$ cat src/rtl/dma_end_gen.sv
module dma_end_gen #(
  parameter int CW = 8
) (
  input  logic          clk,
  input  logic          rst_n,
  input  logic          cfg_we,
  input  logic [1:0]    cfg_mode,
  input  logic [CW-1:0] cfg_count,
  input  logic          cfg_periph,
  input  logic          cfg_act_en,
  input  logic          cfg_enable,
  input  logic          sw_start,
  input  logic          periph_req,
  input  logic          bus_done,
  output logic          bus_rd,
  output logic          bus_wr,
  output logic          act_n,
  output logic          end_n,
  output logic          end_irq,
  output logic          busy,
  output logic          cfg_err
);
  typedef enum logic [1:0] {S_IDLE, S_RD, S_WR} st_t;

  st_t           state;
  logic [1:0]    mode_q;
  logic [CW-1:0] cnt_q;
  logic          src_q, act_q, en_q, err_q, end_lo, act_lo, irq_q;

  logic trig, rd_done, wr_done, last, fin, end_set;

  assign trig    = en_q && state == S_IDLE && (src_q ? periph_req : sw_start);
  assign rd_done = state == S_RD && bus_done;
  assign wr_done = state == S_WR && bus_done;
  assign last    = cnt_q == CW'(1);
  assign fin     = (trig && cnt_q == '0) || (wr_done && last);
  assign end_set = !src_q && ((mode_q == 2'b01 && rd_done && last) ||
                              (mode_q == 2'b10 && wr_done && last) ||
                              (mode_q == 2'b11 && fin));

  assign bus_rd  = state == S_RD;
  assign bus_wr  = state == S_WR;
  assign busy    = state != S_IDLE;
  assign act_n   = !act_lo;
  assign end_n   = !end_lo;
  assign end_irq = irq_q;
  assign cfg_err = err_q;

  always_ff @(posedge clk or negedge rst_n) begin
    if (!rst_n) begin
      state  <= S_IDLE;
      mode_q <= 2'b00;
      cnt_q  <= '0;
      src_q  <= 1'b0;
      act_q  <= 1'b0;
      en_q   <= 1'b0;
      err_q  <= 1'b0;
      end_lo <= 1'b0;
      act_lo <= 1'b0;
      irq_q  <= 1'b0;
    end else begin
      irq_q  <= fin;
      end_lo <= end_set;
      act_lo <= act_q && (rd_done || wr_done);
      if (cfg_we) begin
        if (!en_q) begin
          mode_q <= cfg_mode;
          cnt_q  <= cfg_count;
          src_q  <= cfg_periph;
          act_q  <= cfg_act_en;
          en_q   <= cfg_enable;
          err_q  <= 1'b0;
        end else begin
          err_q  <= 1'b1;
        end
      end
      if (fin) en_q <= 1'b0;
      case (state)
        S_IDLE: if (trig && cnt_q != '0) state <= S_RD;
        S_RD:   if (bus_done) state <= S_WR;
        S_WR:   if (bus_done) begin
                  cnt_q <= cnt_q - CW'(1);
                  if (last || src_q) state <= S_IDLE;
                  else               state <= S_RD;
                end
        default: state <= S_IDLE;
      endcase
    end
  end
endmodule


$ cat config.mk
export PLATFORM = sky130hd
export DESIGN_NAME = dma_end_gen
export DESIGN_NICKNAME = d
export VERILOG_FILES = /design/src/rtl/dma_end_gen.sv
export SDC_FILE = /design/constraint.sdc
export NUM_CORES = 1
export LEC_CHECK = 0
export BUFFER_PORTS_ARGS = -buffer_cell sky130_fd_sc_hd__buf_2
export CAP_MARGIN = 40
export CORE_UTILIZATION = 46
export CTS_CLUSTER_DIAMETER = 200
export CTS_CLUSTER_SIZE = 30
export DETAILED_ROUTE_END_ITERATION = 16
export HOLD_SLACK_MARGIN = 0.05
export PLACE_DENSITY = 0.69
export SLEW_MARGIN = 0
export SYNTH_ARGS = -nofsm -noshare
export SYNTH_HDL_FRONTEND = slang
export SYNTH_SLANG_ARGS = --single-unit
$ cat constraint.sdc
create_clock -name clk -period 1.7 [get_ports clk]
set_clock_uncertainty 0.15 [all_clocks]
set_input_delay 0.255 -clock clk [delete_from_list [all_inputs] [get_ports clk]]
set_output_delay 0.255 -clock clk [all_outputs]
set_load 0.05 [all_outputs]
==> flow_summary.json <==
{
  "crit_fanout": 2,
  "start_util_pct": 50.5,
  "clock_latency_ns": 0.31,
  "start_kind": "flop",
  "clk_pin_slew_worst_paths_ns": 0.12,
  "worstSetupPathDepth": 3,
  "grt_max_degree": 20,
  "die_area_um2": 2430,
  "hold_path.class": "in -> reg",
  "synth_top_area_share_pct": 46.1,
  "cts_setup_buffers": 0,
  "antenna_found_initial": 0,
  "path_cells": "or4_4 > or3_4 > o41ai_4",
  "ys_top_cells_by_area": "dfrtp_1 (46%), nand2_1 (8.0%), a21oi_1 (3.9%), ha_1 (3.6%), nor2_1 (3.6%)",
  "rsz0062_at_grt": "yes",
  "wl_per_cell_um": 14.1,
  "synth-seq-cells": 19,
  "yosys.area.top_type": "dfrtp_1",
  "first_iter_violations": 22,
  "dr.pass1.iters": 4,
  "hold_violations": 0,
  "slew_violations": 0,
  "p_leak_nw": 0.688,
  "power.density_nw_per_um2": 1420,
  "grt-busiest-layer": "met2",
  "critical_path.endpoint": "end_lo",
  "slowest_stage": "or4_4",
  "layout-drive-gt1-share_pct": 34.8,
  "irDropWorstVdd_v": 0.000839,
  "outcome": "complete, but fails checks",
  "grt_overflow_total": 0,
  "cts-root-buf": "clkbuf_4",
  "tightest_slew_ns": 0.424,
  "cts.htree.levels": 1,
  "violations": "setup timing",
  "r2r-start": "cnt_q[6]",
  "instances_no_fill": 188,
  "fp.dieH_um": 49.3,
  "clk_path_buf_depth": 2,
  "io_buffers": 25,
  "r2r_end": "end_lo",
  "viasPerCell": 5.42,
  "startpoint": "cnt_q[6]",
  "synthesis.nets": 139,
  "yosysSeqAreaShare_pct": 46.1,
  "arrival_ns": 1.83,
  "ant_nets": 0,
  "drv_cap": 0,
  "met3_usage_pct": 4.05,
  "syn_area_per_cell_um2": 8.81,
  "netlist_area_um2": 1030,
  "synth_cell_type_count": 30,
  "relSlewSlack_pct": 71.7,
  "wl_um": 2660,
  "first_global_vias": 946,
  "dp.cells": 175,
  "clock_sinks": 19,
  "grtUsageMet2_pct": 34.9,
  "fin_crit_sh_pct": 104,
  "pre_cts_ws_ns": -0.0682,
  "slowest_delay_ns": 0.55,
  "dpl_cell_area_um2": 1250,
  "setup_slack_ns": -0.0614,
  "setup_viol": 2,
  "max_freq_mhz": 568,
  "r2r_slack_ns": -0.06,
  "die_w_um": 49.3,
  "grt_first_pass_wirelength_um": 4260,
  "met1_usage_pct": 32.9,
  "design_area_um2": 1450,
  "cts_made_buffers": 3,
  "coreArea_um2": 2040,
  "period_minus_slack_ns": 1.76,
  "crit_buf_inv": 0,
  "vias": 1019,
  "critPathTopFamily": "simple AND/OR/NAND/NOR gates",
  "worst-r2r-cell-count": 3,
  "worstSetupPathType": "reg -> reg",
  "grt_util_all_layers_pct": 23.9,
  "totalNegativeSetupSlack_ns": -0.0713,
  "tritoncts": "yes",
  "num_rows": 16,
  "synth_warnings": 0,
  "remaining_drc_errors": 0,
  "endpoint_kind": "flop",
  "post-dp-hpwl_um": 1870,
  "synth_cells": 117,
  "pin_count": 26,
  "syn_to_final_growth_pct": 40.2,
  "n_antenna_cell": 0,
  "gp_congestion": 0.836,
  "fin_nets": 184,
  "required_ns": 1.76,
  "power.total_mw": 2.05
}
## cells by family after synthesis
group           Yosys count  share of synthesized area, %
simple gates             54                          25.8
compound gates           26                          17.5
flops                    19                          46.1
buf+inv                  13                          4.73
fa+ha+maj                 3                          3.64
mux                       2                          2.18
## final cells by class
type                       instances  area, um^2
clock inverter                     1        5.00
fill                             178         597
inverter                           9        33.8
multi-input combinational         85         574
sequential                        19         477
tap                               27        33.8
clock buffer                       3        22.5
timing repair buffer              44         299
## cell usage after synthesis
cell / n
o2111ai_1: 1
nor3b_1: 2
a21boi_0: 1
a32oi_1: 2
or3_1: 2
nor2_1: 10
o41ai_2: 1
nor4_1: 2
a221o_1: 2
clkbuf_1: 4
mux2_2: 2
nand3b_1: 1
dfrtp_1: 19
nor3_1: 5
a211oi_1: 3
and3b_1: 1
or3_4: 1
nand2_1: 22
o311ai_0: 1
nand2b_1: 4
inv_1: 9
o21ai_0: 5
ha_1: 3
nor2b_1: 1
a21oi_1: 8
nand3_1: 1
o221ai_1: 1
o21ai_1: 1
or4_4: 1
and2_1: 1
## worst min-delay path by stage
stage	start	end	cells past startpoint
2_1_floorplan	rst_n	act_lo	0
3_3_place_gp	rst_n	act_lo	1
3_5_place_dp	rst_n	act_lo	1
4_1_cts	cfg_count[4]	cnt_q[4]	2
5_1_grt	bus_done	state[1]	2
6_report	bus_done	state[1]	2
## layout by cell type (no fill, tap or decap), types with 3 or more instances in the layout
| master | n |
|---|---|
| a211oi_1 | 3 |
| a21oi_1 | 8 |
| buf_2 | 23 |
| buf_4 | 11 |
| clkbuf_4 | 3 |
| dfrtp_1 | 18 |
| dlygate4sd3_1 | 9 |
| inv_1 | 8 |
| nand2_1 | 22 |
| nor2_1 | 8 |
| nor3_1 | 4 |
| o21ai_0 | 4 |
## report_power, final
| part | leakage [nW] | internal, mW | switching, mW |
|---|---|---|---|
| logic | 0.444 | 0.426 | 0.606 |
| clock network | 0.0177 | 0.0879 | 0.149 |
| registers | 0.226 | 0.614 | 0.164 |
| total | 0.688 | 1.13 | 0.920 |
## metal layers
| metal | wire, um | part of all wire, % |
|---|---|---|
| met5 | 0 | 0 |
| met4 | 63 | 2.4 |
| met3 | 145 | 5.5 |
| met2 | 1210 | 46 |
| met1 | 1240 | 46 |
## state kept, by name (all words and copies together) (netlist names)
signal   count
end_lo       1
cfg_err      1
state        2
act_q        1
mode_q       2
end_irq      1
act_lo       1
en_q         1
src_q        1
cnt_q        8
## metrics by stage
step / utilization [%] / hold slack (ns)
CTS: 67.6 / 0.0541
global placement: 61.3 / 0.0625
global route: 70.8 / 0.0724
floorplan: - / -0.191
finish: 70.8 / 0.0544
detailed placement: 61.3 / 0.0630
## timing repair
action                                  in CTS  in global routing
gates resized for setup                      3                 14
pin swaps                                    2                  1
hold buffers                                 9                  0
endpoints found under the setup margin       6                  7
endpoints found under the hold margin       27                  0
Note: power is estimated with default switching activity, not from simulation.
